**config.mk**
```make
export PLATFORM = sky130hd
export DESIGN_NAME = tile_scan_agen
export DESIGN_NICKNAME = d
export VERILOG_FILES = /design/src/rtl/tile_scan_pkg.sv /design/src/rtl/tile_scan_regs.sv /design/src/rtl/tile_scan_ctrl.sv /design/src/rtl/tile_scan_datapath.sv /design/src/rtl/tile_scan_agen.sv
export SDC_FILE = /design/constraint.sdc
export NUM_CORES = 1
export LEC_CHECK = 0
export BUFFER_PORTS_ARGS = -buffer_cell sky130_fd_sc_hd__buf_4
export CAP_MARGIN = 5
export CELL_PAD_IN_SITES_DETAIL_PLACEMENT = 1
export CELL_PAD_IN_SITES_GLOBAL_PLACEMENT = 2
export CORE_MARGIN = 4
export CORE_UTILIZATION = 35
export DETAILED_ROUTE_END_ITERATION = 12
export PLACE_DENSITY = 0.86
export SYNTH_ARGS = -nofsm -noshare
export SYNTH_HDL_FRONTEND = slang
export SYNTH_SLANG_ARGS = --single-unit
```
**constraint.sdc**
```tcl
create_clock -name clk -period 8.3 [get_ports clk]
set_input_delay 0.415 -clock clk [delete_from_list [all_inputs] [get_ports clk]]
set_output_delay 0.415 -clock clk [all_outputs]
set_load 0.01 [all_outputs]
```
**src/rtl/tile_scan_pkg.sv**
```systemverilog
package tile_scan_pkg;

  localparam int TILE_ROW_BYTES = 512;
  localparam int TILE_LINES     = 128;
  localparam int TILE_SPAN      = 65536;

  typedef enum logic [1:0] {
    ST_IDLE,
    ST_DESC_REQ,
    ST_DESC_WAIT,
    ST_LINE_REQ
  } scanState_t;

  // strobes from control to datapath
  typedef struct packed {
    logic start;    // capture config, clear walk counters
    logic capDesc;  // latch descriptor into tile base
    logic advance;  // current line/chunk granted
    logic reqDesc;  // level: present descriptor request fields
  } ctlStrobe_t;

endpackage

```
**src/rtl/tile_scan_regs.sv**
```systemverilog
module tile_scan_regs (
  input  logic        clk,
  input  logic        rstN,
  input  logic        wrEn,
  input  logic        wrSel,
  input  logic [31:0] wrData,
  output logic [1:0]  depthCode,
  output logic        linearMode,
  output logic [22:0] tableBits,
  output logic        startOk
);
  logic dmaOn;
  logic unusedBits;

  always_ff @(posedge clk) begin
    if (!rstN) begin
      depthCode  <= '0;
      linearMode <= 1'b0;
      dmaOn      <= 1'b0;
      tableBits  <= '0;
    end else if (wrEn) begin
      if (!wrSel) begin
        depthCode <= wrData[14:13];
      end else begin
        tableBits  <= wrData[31:9];
        linearMode <= wrData[1];
        dmaOn      <= wrData[0];
      end
    end
  end

  assign startOk    = dmaOn && (tableBits != '0);
  assign unusedBits = ^{wrData[12:0], wrData[31:15], wrData[8:2]};
endmodule

```
**src/rtl/tile_scan_ctrl.sv**
```systemverilog
module tile_scan_ctrl
  import tile_scan_pkg::*;
(
  input  logic       clk,
  input  logic       rstN,
  input  logic       frameStart,
  input  logic       startOk,
  input  logic       memGnt,
  input  logic       memRdValid,
  input  logic       tileDone,
  input  logic       frameDone,
  output ctlStrobe_t strb,
  output logic       memReq,
  output logic       memIsDesc,
  output logic       busy
);
  scanState_t state, stateNxt;

  always_comb begin
    stateNxt     = state;
    strb         = '0;
    strb.reqDesc = (state == ST_DESC_REQ);
    if (frameStart) begin
      strb.start = startOk;
      stateNxt   = startOk ? ST_DESC_REQ : ST_IDLE;
    end else begin
      unique case (state)
        ST_IDLE: stateNxt = ST_IDLE;
        ST_DESC_REQ: if (memGnt) stateNxt = ST_DESC_WAIT;
        ST_DESC_WAIT: if (memRdValid) begin
          strb.capDesc = 1'b1;
          stateNxt     = ST_LINE_REQ;
        end
        ST_LINE_REQ: if (memGnt) begin
          strb.advance = 1'b1;
          if (frameDone)     stateNxt = ST_IDLE;
          else if (tileDone) stateNxt = ST_DESC_REQ;
        end
        default: stateNxt = ST_IDLE;
      endcase
    end
  end

  always_ff @(posedge clk) begin
    if (!rstN) state <= ST_IDLE;
    else       state <= stateNxt;
  end

  assign memReq    = (state == ST_DESC_REQ) || (state == ST_LINE_REQ);
  assign memIsDesc = (state == ST_DESC_REQ);
  assign busy      = (state != ST_IDLE);
endmodule

```
**src/rtl/tile_scan_datapath.sv**
```systemverilog
module tile_scan_datapath
  import tile_scan_pkg::*;
#(
  parameter int XRES        = 640,
  parameter int YRES        = 480,
  parameter int CHUNK_BYTES = 16384,
  parameter int ADDR_W      = 32,
  parameter int LEN_W       = 15
) (
  input  logic              clk,
  input  logic              rstN,
  input  ctlStrobe_t        strb,
  input  logic [1:0]        cfgDepth,
  input  logic              cfgLinear,
  input  logic [22:0]       cfgTable,
  input  logic [15:0]       rdData,
  output logic [ADDR_W-1:0] reqAddr,
  output logic [LEN_W-1:0]  reqLen,
  output logic [31:0]       reqDst,
  output logic              tileDone,
  output logic              frameDone
);
  localparam int MAXDIM    = (XRES > YRES) ? XRES : YRES;
  localparam int CW        = $clog2(MAXDIM + TILE_ROW_BYTES) + 1;
  localparam int FRAME_PIX = XRES * YRES;

  logic [1:0]        depthQ;
  logic              linQ;
  logic [ADDR_W-1:0] tblQ;
  logic [15:0]       tileNr;
  logic [ADDR_W-1:0] tileBase;
  logic [CW-1:0]     xBase, yBase;
  logic [6:0]        lineIdx;
  logic [16:0]       chunkOff;
  logic [31:0]       written;

  logic [31:0] tileW, remX, pix, remY, lines, frameBytes, remBytes, linLen;
  logic [31:0] tileLen, tileDst, lineOff;
  logic        lastLine, lastCol, lastRow, linTileEnd;

  always_comb begin
    tileW      = 32'(TILE_ROW_BYTES) >> depthQ;
    remX       = 32'(XRES) - 32'(xBase);
    pix        = (tileW < remX) ? tileW : remX;
    remY       = 32'(YRES) - 32'(yBase);
    lines      = (remY < 32'(TILE_LINES)) ? remY : 32'(TILE_LINES);
    lastLine   = (32'(lineIdx) == lines - 32'd1);
    lastCol    = (32'(xBase) + tileW) >= 32'(XRES);
    lastRow    = (32'(yBase) + 32'(TILE_LINES)) >= 32'(YRES);
    frameBytes = 32'(FRAME_PIX) << depthQ;
    remBytes   = frameBytes - written;
    linLen     = (remBytes < 32'(CHUNK_BYTES)) ? remBytes : 32'(CHUNK_BYTES);
    linTileEnd = (32'(chunkOff) + 32'(CHUNK_BYTES)) >= 32'(TILE_SPAN);
    tileLen    = pix << depthQ;
    tileDst    = (((32'(yBase) + 32'(lineIdx)) * 32'(XRES)) + 32'(xBase)) << depthQ;
    lineOff    = linQ ? 32'(chunkOff) : 32'({lineIdx, 9'b0});

    tileDone  = linQ ? linTileEnd : lastLine;
    frameDone = linQ ? (remBytes <= 32'(CHUNK_BYTES))
                     : (lastLine && lastCol && lastRow);

    if (strb.reqDesc) begin
      reqAddr = tblQ + ADDR_W'({tileNr, 1'b0});
      reqLen  = LEN_W'(2);
      reqDst  = '0;
    end else begin
      reqAddr = tileBase + ADDR_W'(lineOff);
      reqLen  = linQ ? LEN_W'(linLen) : LEN_W'(tileLen);
      reqDst  = linQ ? written : tileDst;
    end
  end

  always_ff @(posedge clk) begin
    if (!rstN) begin
      depthQ   <= '0;
      linQ     <= 1'b0;
      tblQ     <= '0;
      tileNr   <= '0;
      tileBase <= '0;
      xBase    <= '0;
      yBase    <= '0;
      lineIdx  <= '0;
      chunkOff <= '0;
      written  <= '0;
    end else if (strb.start) begin
      depthQ   <= cfgDepth;
      linQ     <= cfgLinear;
      tblQ     <= ADDR_W'({cfgTable, 9'b0});
      tileNr   <= '0;
      xBase    <= '0;
      yBase    <= '0;
      lineIdx  <= '0;
      chunkOff <= '0;
      written  <= '0;
    end else begin
      if (strb.capDesc) tileBase <= ADDR_W'({rdData, 16'b0});
      if (strb.advance) begin
        if (linQ) begin
          written <= written + linLen;
          if (linTileEnd) begin
            chunkOff <= '0;
            tileNr   <= tileNr + 16'd1;
          end else begin
            chunkOff <= chunkOff + 17'(CHUNK_BYTES);
          end
        end else if (lastLine) begin
          lineIdx <= '0;
          tileNr  <= tileNr + 16'd1;
          if (lastCol) begin
            xBase <= '0;
            yBase <= yBase + CW'(TILE_LINES);
          end else begin
            xBase <= xBase + CW'(tileW);
          end
        end else begin
          lineIdx <= lineIdx + 7'd1;
        end
      end
    end
  end
endmodule

```
**src/rtl/tile_scan_agen.sv**
```systemverilog
module tile_scan_agen
  import tile_scan_pkg::*;
#(
  parameter int XRES        = 640,
  parameter int YRES        = 480,
  parameter int CHUNK_BYTES = 16384,
  parameter int ADDR_W      = 32,
  localparam int LEN_W      = $clog2((CHUNK_BYTES > TILE_ROW_BYTES) ? CHUNK_BYTES : TILE_ROW_BYTES) + 1
) (
  input  logic              clk,
  input  logic              rstN,
  input  logic              regWrEn,
  input  logic              regWrSel,
  input  logic [31:0]       regWrData,
  input  logic              frameStart,
  output logic              memReq,
  output logic              memIsDesc,
  output logic [ADDR_W-1:0] memAddr,
  output logic [LEN_W-1:0]  memLen,
  output logic [31:0]       memDstOff,
  input  logic              memGnt,
  input  logic              memRdValid,
  input  logic [15:0]       memRdData,
  output logic              busy
);
  ctlStrobe_t  strb;
  logic [1:0]  depthCode;
  logic        linearMode, startOk, tileDone, frameDone;
  logic [22:0] tableBits;

  tile_scan_regs regs_i (
    .clk(clk), .rstN(rstN), .wrEn(regWrEn), .wrSel(regWrSel), .wrData(regWrData),
    .depthCode(depthCode), .linearMode(linearMode), .tableBits(tableBits),
    .startOk(startOk)
  );

  tile_scan_ctrl ctrl_i (
    .clk(clk), .rstN(rstN), .frameStart(frameStart), .startOk(startOk),
    .memGnt(memGnt), .memRdValid(memRdValid), .tileDone(tileDone),
    .frameDone(frameDone), .strb(strb), .memReq(memReq),
    .memIsDesc(memIsDesc), .busy(busy)
  );

  tile_scan_datapath #(
    .XRES(XRES), .YRES(YRES), .CHUNK_BYTES(CHUNK_BYTES),
    .ADDR_W(ADDR_W), .LEN_W(LEN_W)
  ) dp_i (
    .clk(clk), .rstN(rstN), .strb(strb), .cfgDepth(depthCode),
    .cfgLinear(linearMode), .cfgTable(tableBits), .rdData(memRdData),
    .reqAddr(memAddr), .reqLen(memLen), .reqDst(memDstOff),
    .tileDone(tileDone), .frameDone(frameDone)
  );
endmodule

```
**After elaboration in Yosys (flattened, before gate mapping)**

Cells that the tools add are included.

- Output and inout port bits: 82
- Logic and storage cells: 106
- Input port bits: 55
- Register bits after elaboration: 167

- Multiply operators: 1
- Reductions and logical operators: 18
- Equality and inequality tests: 9
- Add/subtract/negate cells: 17
- Multiplexer cells: 31
- Bitwise gates (word level): 4
- Shift-type cells: 4
- Order comparisons: 7

Operators with widths:

| kind | count |
|---|---|
| 32-bit two-way mux | 6 |
| 32-bit adder | 2 |
| 16-bit two-way mux | 3 |
| 17-bit two-way mux | 2 |
| 12-bit by 32-bit adder with 32-bit output | 1 |
| 32-bit by 12-bit adder with 32-bit output | 1 |
| 32-bit by 17-bit adder with 32-bit output | 1 |
| 7-bit by 32-bit == test with 1-bit output | 1 |
| 32-bit by 10-bit greater-or-equal comparator with 1-bit output, second input constant | 1 |
| 32-bit by 17-bit greater-or-equal comparator with 1-bit output, second input constant | 1 |
| 32-bit by 9-bit greater-or-equal comparator with 1-bit output, second input constant | 1 |
| 32-bit by 15-bit <= comparator with 1-bit output, second input constant | 1 |
| 32-bit by 15-bit less-than comparator with 1-bit output, second input constant | 1 |
| 32-bit less-than comparator | 1 |
| 32-bit by 8-bit less-than comparator with 1-bit output, second input constant | 1 |
| 32-bit by 3-bit multiplier with 25-bit output, second input constant | 1 |
| 19-bit by 2-bit left shift with 32-bit output, first input constant | 1 |
| 32-bit by 2-bit left shift with 15-bit output | 1 |
| 32-bit by 2-bit left shift with 32-bit output | 1 |
| 10-bit by 2-bit right shift with 32-bit output, first input constant | 1 |
| 32-bit by 1-bit subtractor with 32-bit output, second input constant | 1 |
| 32-bit subtractor | 1 |
| 15-bit two-way mux | 2 |
| 23-bit nonzero test | 1 |
| other kinds (30) | 57 |

**Logic depth before layout (Yosys ltp)**

Gate-level depths: netlist (run 1).

- Depth after elaboration: 12
- Gate-level depth with buffers: 32
- Mapped depth without buffers: 28

**Hierarchy**

From an unflattened synthesis (run 1), not the netlist that was laid out.

- Cells, all modules: 1594
- Area, all modules: 12110.4 µm²

By module, submodules not included:

| module | seq. area each (µm²) | area an instance (µm²) | cells each | times used |
|---|---|---|---|---|
| tile_scan_datapath | 2222.1 | 10692.8 | 1436 | 1 |
| tile_scan_regs | 540.5 | 1156.1 | 125 | 1 |
| tile_scan_ctrl | 40.0 | 261.5 | 33 | 1 |

**Worst setup path after synthesis (run 1)**

OpenSTA, ideal clock, no wires.

- Path type: register to register
- Start point: register dp_i.depthQ[1]
- End point: register dp_i.written[31]
- Arrival: 6.785 ns
- Clock period less this slack: 6.853 ns
- Stages on the path, launching flop included: 32
- Slack: 1.447 ns
- Path buffers: 5
- Setup time: 0.069 ns
- Required time: 8.231 ns
- Cells stage by stage: dfxtp_1 -> clkbuf_1 -> clkinv_1 -> clkbuf_1 -> ha_1 -> buf_2 -> inv_1 -> ha_1 -> and2_1 -> a221oi_4 -> o31ai_1 -> a211o_2 -> a21o_1 -> a211oi_2 -> nand2_1 -> or4bb_2 -> or3b_2 -> clkbuf_1 -> nor2_1 -> ha_1 -> clkbuf_1 -> a21oi_1 -> nor2_1 -> a21oi_1 -> o41ai_1 -> a211o_2 -> o211ai_1 -> o31ai_1 -> a311o_1 -> nand3_1 -> a2111o_1 -> o21ai_1

- Longest elaborated chain between the ends: 5

Ends and longest elaborated chain:

| item | RTL line | text |
|---|---|---|
| start: declaration | tile_scan_datapath.sv:27 | `logic [1:0] depthQ;` |
| start signal: assignment | tile_scan_datapath.sv:86 | `depthQ <= cfgDepth;` |
| 19-bit by 2-bit left shift with 32-bit output * | tile_scan_datapath.sv:50 | `frameBytes = 32'(FRAME_PIX) << depthQ;` |
| 32-bit subtractor * | tile_scan_datapath.sv:51 | `remBytes = frameBytes - written;` |
| 32-bit by 15-bit less-than comparator with 1-bit output | tile_scan_datapath.sv:52 | `linLen = (remBytes < 32'(CHUNK_BYTES)) ? remBytes : 32'(CHUNK_BYTES);` |
| 32-bit two-way mux * | tile_scan_datapath.sv:52 |  |
| 32-bit adder * | tile_scan_datapath.sv:99 | `written <= written + linLen;` |
| end signal: assignment | tile_scan_datapath.sv:99 |  |
| end: declaration | tile_scan_datapath.sv:35 | `logic [31:0] written;` |

Every way passes the cells marked *; elsewhere a longest branch is shown, timed or not.
A chain may end at the register's enable or synchronous reset.

**Worst setup path after layout (run 1)**

Same ends and word-level chain as after synthesis.

==> results of run 1 <==
[cells in the final DEF (no fill, tap or decap), types with 13 or more instances in the layout]
| cell type | count |
|---|---|
| nand2_1 | 236 |
| nor2_1 | 189 |
| buf_4 | 144 |
| dfxtp_1 | 139 |
| a21oi_1 | 112 |
| ha_1 | 89 |
| xnor2_1 | 69 |
| o21ai_0 | 69 |
| mux2i_1 | 54 |
| inv_1 | 53 |
| xor2_1 | 53 |
| nor2b_1 | 45 |
| nand3_1 | 44 |
| a21boi_0 | 43 |
| nor3_1 | 30 |
| and2_1 | 26 |
| a21o_1 | 24 |
| a211oi_1 | 23 |
| and3_1 | 23 |
| conb_1 | 23 |
| nand4_1 | 18 |
| clkbuf_16 | 17 |
| or3_1 | 14 |
| a31oi_1 | 14 |
| nor4_1 | 14 |
| o31ai_1 | 13 |
[cell type report]
class	count	area (µm²)	area share (%)
well taps	461	576.8	4.008
inverters	56	210.2	1.460
clock inverters	15	183.9	1.278
multi-input cells	1408	9111	63.31
flip-flops and latches	140	2804	19.48
repair buffers	144	1081	7.511
clock buffers	17	425.4	2.956
[power breakdown]
part	internal (µW)	switching, µW	leakage (µW)
registers	678	6.85	0.00113
clock network	454	352	0.000285
logic	45.9	62.2	0.00475
[worst min-delay path, stage by stage]
cell and delay (ps):
buf_4 110, nand2_1 40, a21boi_0 60
[layer usage]
layer	vias up	global-route usage, %	part of all wire, %
met5	-	0	0.027
met4	2	5.496	2.1
met3	46	4.844	4.5
met2	202	35.57	48
met1	5936	26.33	45
li1	6073	-	-
[worst paths after layout]
path	cells after the start	end	slack (ps)
min	3	dp_i.tileBase[30]	230
max	26	dp_i.written[31]	940
max reg2reg	26	dp_i.written[31]	940
min reg2reg	2	regs_i.linearMode	470
[logic make-up after synthesis]
| logic type | share of synthesized area (%) |
|---|---|
| DFF | 22.37 |
| other | 0.05995 |
| xor gates and xnor gates | 8.790 |
| AOI/OAI and AO/OA | 21.73 |
| adders and majority gates | 9.469 |
| muxes | 4.604 |
| and+or+nand+nor | 27.41 |
| buffers and inverters | 5.563 |
[sequential cells by signal, indices dropped and copies added, names as in the netlist, 2 cells and up]
name,cells
ctrl_i.state,2
dp_i.chunkOff,3
dp_i.depthQ,2
dp_i.lineIdx,7
dp_i.tblQ,23
dp_i.tileBase,16
dp_i.tileNr,16
dp_i.written,32
dp_i.xBase,6
dp_i.yBase,5
regs_i.depthCode,2
regs_i.tableBits,23
[per-stage QoR]
stage | instances | utilization [%]
after CTS | 2241 | 40.66
final | 2241 | 40.66
after global routing | 2241 | 40.66
after detailed placement | 2209 | 38.94
after global placement | 2209 | 38.94
after floorplan | 1700 | -
==> impl_metrics.csv, run 1 <==
group,metric,value,unit
sta,whs,225.3,ps
sta,worst_slew_pin_slew,1007,ps
routing,drtIter0Drc,558,
logic_synthesis,syn-cell-area,0.01253,mm²
logic_synthesis,synth.top_cell.area_share,22.37,%
setup_path,crit_slowest_cell,"or4bb_2",
logic_synthesis,yosys_warnings,0,
logic_synthesis,synth-edff-count,0,
setup_path,cpMostUsedCell,"ha_1",
clock_network,cts_tree,"built",
sta,finalSetupViolations,0,
setup_path,required,8680,ps
power,power.leakage,0.006162,µW
setup_path,start_kind,"register",
setup_path,cp_slowest_stage_delay,660,ps
logic_synthesis,synthArstFlopShare,0,%
setup_path,critical_path.max_fanout,15,
hold_path,min_from,"memRdData[14]",
global_route,grt_overflow,0,
sta,layout_worst_path_cycle_share,88.72,%
clock_network,cts.repair.resized,0,
sta,maxSlewViolCount,0,
clock_network,cts_sinks,140,
setup_path,endpoint_kind,"register",
sta,fmax,0.1358,GHz
logic_synthesis,synth_most_common_cell,"nand2_1",
run_status,status,"finished clean",
global_route,grt_pass1_vias,12378,
logic_synthesis,synthCells,1679,
sta,fin_ws,936.4,ps
clock_network,hold_buffers,0,
logic_synthesis,yosysSeqAreaShare,22.37,%
routing,ant_nets,0,
global_route,grt_max_degree,83,
logic_synthesis,synthTopCellsByCount,"nand2_1 (236), nor2_1 (190), dfxtp_1 (140)",
hold_path,hold_class,"in2reg",
sta,period_needed,7364,ps
global_route,grt_pass1_wl,65.89,mm
routing,routed_wl,41.00,mm
setup_path,path_class,"reg2reg",
routing,dr_total_vias,12259,
placement,place_area,0.01378,mm²
floorplan,core.rowCount,69,
final_layout,num-fill-cells,4474,
floorplan,start_util,35.39,%
logic_synthesis,synth_largest_area_cell,"dfxtp_1",
job,max-cap-violations,0,
sta,relSlewSlack,32.62,%
floorplan,io_pins,137,
setup_path,reg2reg_from,"dp_i.depthQ[1]",
routing,vias_per_cell,5.470,
clock_network,clk_path_buf_depth,2,
power,pwr_density_cell,111.1,mW/mm²
placement,io_buffer_count,128,
logic_synthesis,ys_ff_latch,140,
clock_network,cts_buffers,17,
floorplan,core,0.03540,mm²
final_layout,final_layout_size_suffix_gt1_share,12.87,%
clock_network,cts.root.buffer_cell,"clkbuf_16",
placement,gp_congestion,0.9054,
routing,drc,0,
final_layout,num_antenna_cells,0,
routing,first_pass_iters,5,
clock_network,cts.htree.levels,4,
clock_network,clkLatencyLatePin,450,ps
logic_synthesis,postSynthAreaPerCell,7.461,µm²
power,total_power,1599,µW
global_route,track_usage,20.77,%
sta,grt_setup_unrepaired,"false",
floorplan,fp.dieArea,0.03888,mm²
logic_synthesis,synth_ff_type,"dfxtp_1",
floorplan,die_h,197.2,µm
clock_network,path_clk_slew,70,ps
placement,pre_cts_slack,954.0,ps
setup_path,critPathBufInv,2,
floorplan,die_x,197.2,µm
setup_path,cp-startpoint,"dp_i.depthQ[1]",
final_layout,area_growth,14.89,%
setup_path,arrival,7750,ps
power,vdd_drop_max,135.1,µV
setup_path,cp_top_family,"compound AO/OA/AOI/OAI gates",
global_route,grt_antenna_before_repair,1,
sta,finalHoldViolCount,0,
clock_network,post_cts.repair.setup_buffers,0,
routing,wl_per_cell,18.30,µm
final_layout,nNetsFinal,1915,
logic_synthesis,ys_types,111,
final_layout,design_area,0.01439,mm²
sta,fin_tns_setup,0,ps
logic_synthesis,yosys-top-cells-area,"dfxtp_1 (22%), ha_1 (9.0%), nand2_1 (7.1%)",
sta,finClkSkew,13.29,ps
placement,dpl.hpwl,31.65,mm
Power figures use the tool's default switching activity.
==> inputs of run 2 (changes only) <==
==> constraint.sdc (replaced) <==
create_clock -name clk -period 8.3 [get_ports clk]
set_input_delay 2.49 -clock clk [delete_from_list [all_inputs] [get_ports clk]]
set_output_delay 2.49 -clock clk [all_outputs]
set_load 0.01 [all_outputs]
==> impl_metrics.csv, run 2 (synthesized netlist as in run 1, its figures left out) <==
group,metric,value,unit
floorplan,core.rowCount,69,
job,max-cap-violations,0,
clock_network,clk_path_buf_depth,2,
clock_network,clkLatencyLatePin,450,ps
routing,routed_wl,41.54,mm
routing,wl_per_cell,18.53,µm
floorplan,fp.dieArea,0.03888,mm²
final_layout,final_layout_size_suffix_gt1_share,13.03,%
setup_path,reg2regPathDepth,24,
floorplan,die_h,197.2,µm
sta,grt_setup_unrepaired,"false",
hold_path,min_to,"dp_i.written[18]",
power,vdd_drop_max,135.0,µV
sta,finClkSkew,13.77,ps
final_layout,num-fill-cells,4450,
final_layout,multi_input_area,0.009120,mm²
routing,first_pass_iters,5,
final_layout,final_cell_count_no_fill,2242,
sta,fmax,0.1258,GHz
setup_path,reg2reg_from,"dp_i.depthQ[0]",
hold_path,min_from,"dp_i.written[18]",
global_route,grt_antenna_before_repair,0,
floorplan,start_util,35.39,%
run_status,status,"finished clean",
clock_network,cts_sinks,140,
floorplan,core,0.03540,mm²
final_layout,reg_top3,"dp_i.written x32, dp_i.tblQ x23, regs_i.tableBits x23",
clock_network,hold_buffers,0,
final_layout,mostFrequentLayoutCells,"nand2_1 (236), nor2_1 (189), buf_4 (145), dfxtp_1 (139), a21oi_1 (111)",
hold_path,hold_class,"reg2reg",
sta,finalSetupViolations,0,
routing,ant_nets,0,
final_layout,seqCellArea,0.002804,mm²
global_route,grt_pass1_vias,12868,
power,total_power,1535,µW
clock_network,cts.htree.levels,4,
floorplan,die_x,197.2,µm
global_route,grt_overflow,0,
setup_path,reg2reg_slack,910,ps
sta,period_needed,7949,ps
setup_path,path_class,"reg2out",
setup_path,required,5810,ps
global_route,grt_pass1_wl,67.36,mm
clock_network,cts.root.buffer_cell,"clkbuf_16",
global_route,track_usage,21.13,%
setup_path,cp_slowest_stage_delay,670,ps
final_layout,final_common_cell,"nand2_1",
sta,whs,478.9,ps
sta,fin_tns_setup,0,ps
setup_path,start_kind,"register",
setup_path,arrival,5460,ps
final_layout,largest_reg_flops,32,
placement,gp_congestion,0.9153,
power,power.leakage,0.006137,µW
final_layout,max_flop_register,"dp_i.written",
clock_network,cts_tree,"built",
hold_path,hold_depth,2,
sta,finalHoldViolCount,0,
floorplan,io_pins,137,
setup_path,endpoint_kind,"primary output",
routing,drc,0,
sta,worst_slew_pin_slew,1031,ps
sta,maxSlewViolCount,0,
final_layout,area_growth,14.56,%
placement,io_buffer_count,128,
placement,dp.cells,2210,
final_layout,nNetsFinal,1916,
sta,relSlewSlack,31.03,%
power,pwr_density_cell,107.0,mW/mm²
sta,layout_worst_path_cycle_share,95.77,%
routing,drtIter0Drc,501,
routing,vias_per_cell,5.477,
setup_path,critical_path.max_fanout,28,
routing,dr_total_vias,12280,
setup_path,rr_endpoint,"dp_i.written[31]",
clock_network,cts_buffers,17,
clock_network,cts.repair.resized,0,
clock_network,post_cts.repair.setup_buffers,0,
setup_path,crit_slowest_cell,"or4bb_2",
placement,dpl.hpwl,31.94,mm
setup_path,crit_chain,"buf_4 > ha_1 > ha_1 > and3b_1 > or2_2 > a211o_2 > a21o_1 > a211oi_2 > nand2_1 > or4bb_2 > or3b_2 > inv_2 > nand3_1 > a21oi_2 > buf_4",
global_route,grt_max_degree,82,
clock_network,path_clk_slew,60,ps
## run 2: worst max-delay path: cells and delay by family (launching register included)
family / cells / cell delay [ps]
adders and majority gates: 2 / 800
buffers and inverters: 3 / 690
AOI/OAI and AO/OA: 4 / 1080
and+or+nand+nor: 6 / 2040
DFF: 1 / 380
## run 2: where the power goes
| group | internal, µW | leakage [µW] | total, µW | switching [µW] |
|---|---|---|---|---|
| clock | 397 | 0.000261 | 742 | 345 |
| sequential | 679 | 0.00113 | 685 | 6.71 |
| combinational | 46.0 | 0.00475 | 108 | 62.5 |
## run 2: cell type report
cell class                 count  share of cell area (%)
inverter                      56                   1.465
timing repair buffer         145                   7.585
sequential                   140                   19.54
tap                          461                   4.019
clock inverter                12                  0.7411
antenna                        1                 0.01744
clock buffer                  19                   3.086
multi-input combinational   1408                   63.55
## run 2: how the worst max path moves through the flow
stage,start,end,slack [ps],cells past startpoint
floorplan,dp_i.depthQ[1],memLen[3],780,20
global placement,dp_i.depthQ[1],memLen[11],630,17
detailed placement,dp_i.depthQ[1],memLen[11],600,17
CTS,dp_i.depthQ[1],memLen[11],80,16
global route,dp_i.depthQ[1],memLen[3],90,17
finish,dp_i.depthQ[0],memLen[11],350,15
## run 2: metal layers
layer  vias to the layer above  track usage (%)  share of wire (%)
met5                         -                0                  0
met4                         0            5.984                2.3
met3                        52            4.742                4.6
met2                       220            36.57                 48
met1                      5939            26.42                 45
li1                       6069                -                  -
## run 2: metrics by stage
stage | instance area, µm² | setup WS (ps) | utilization (%)
floorplan | 12610 | 779.7 | -
global placement | 13790 | 628.8 | 38.96
detailed placement | 13790 | 601.0 | 38.96
CTS | 14340 | 82.62 | 40.51
global route | 14350 | 89.47 | 40.54
finish | 14350 | 350.8 | 40.54
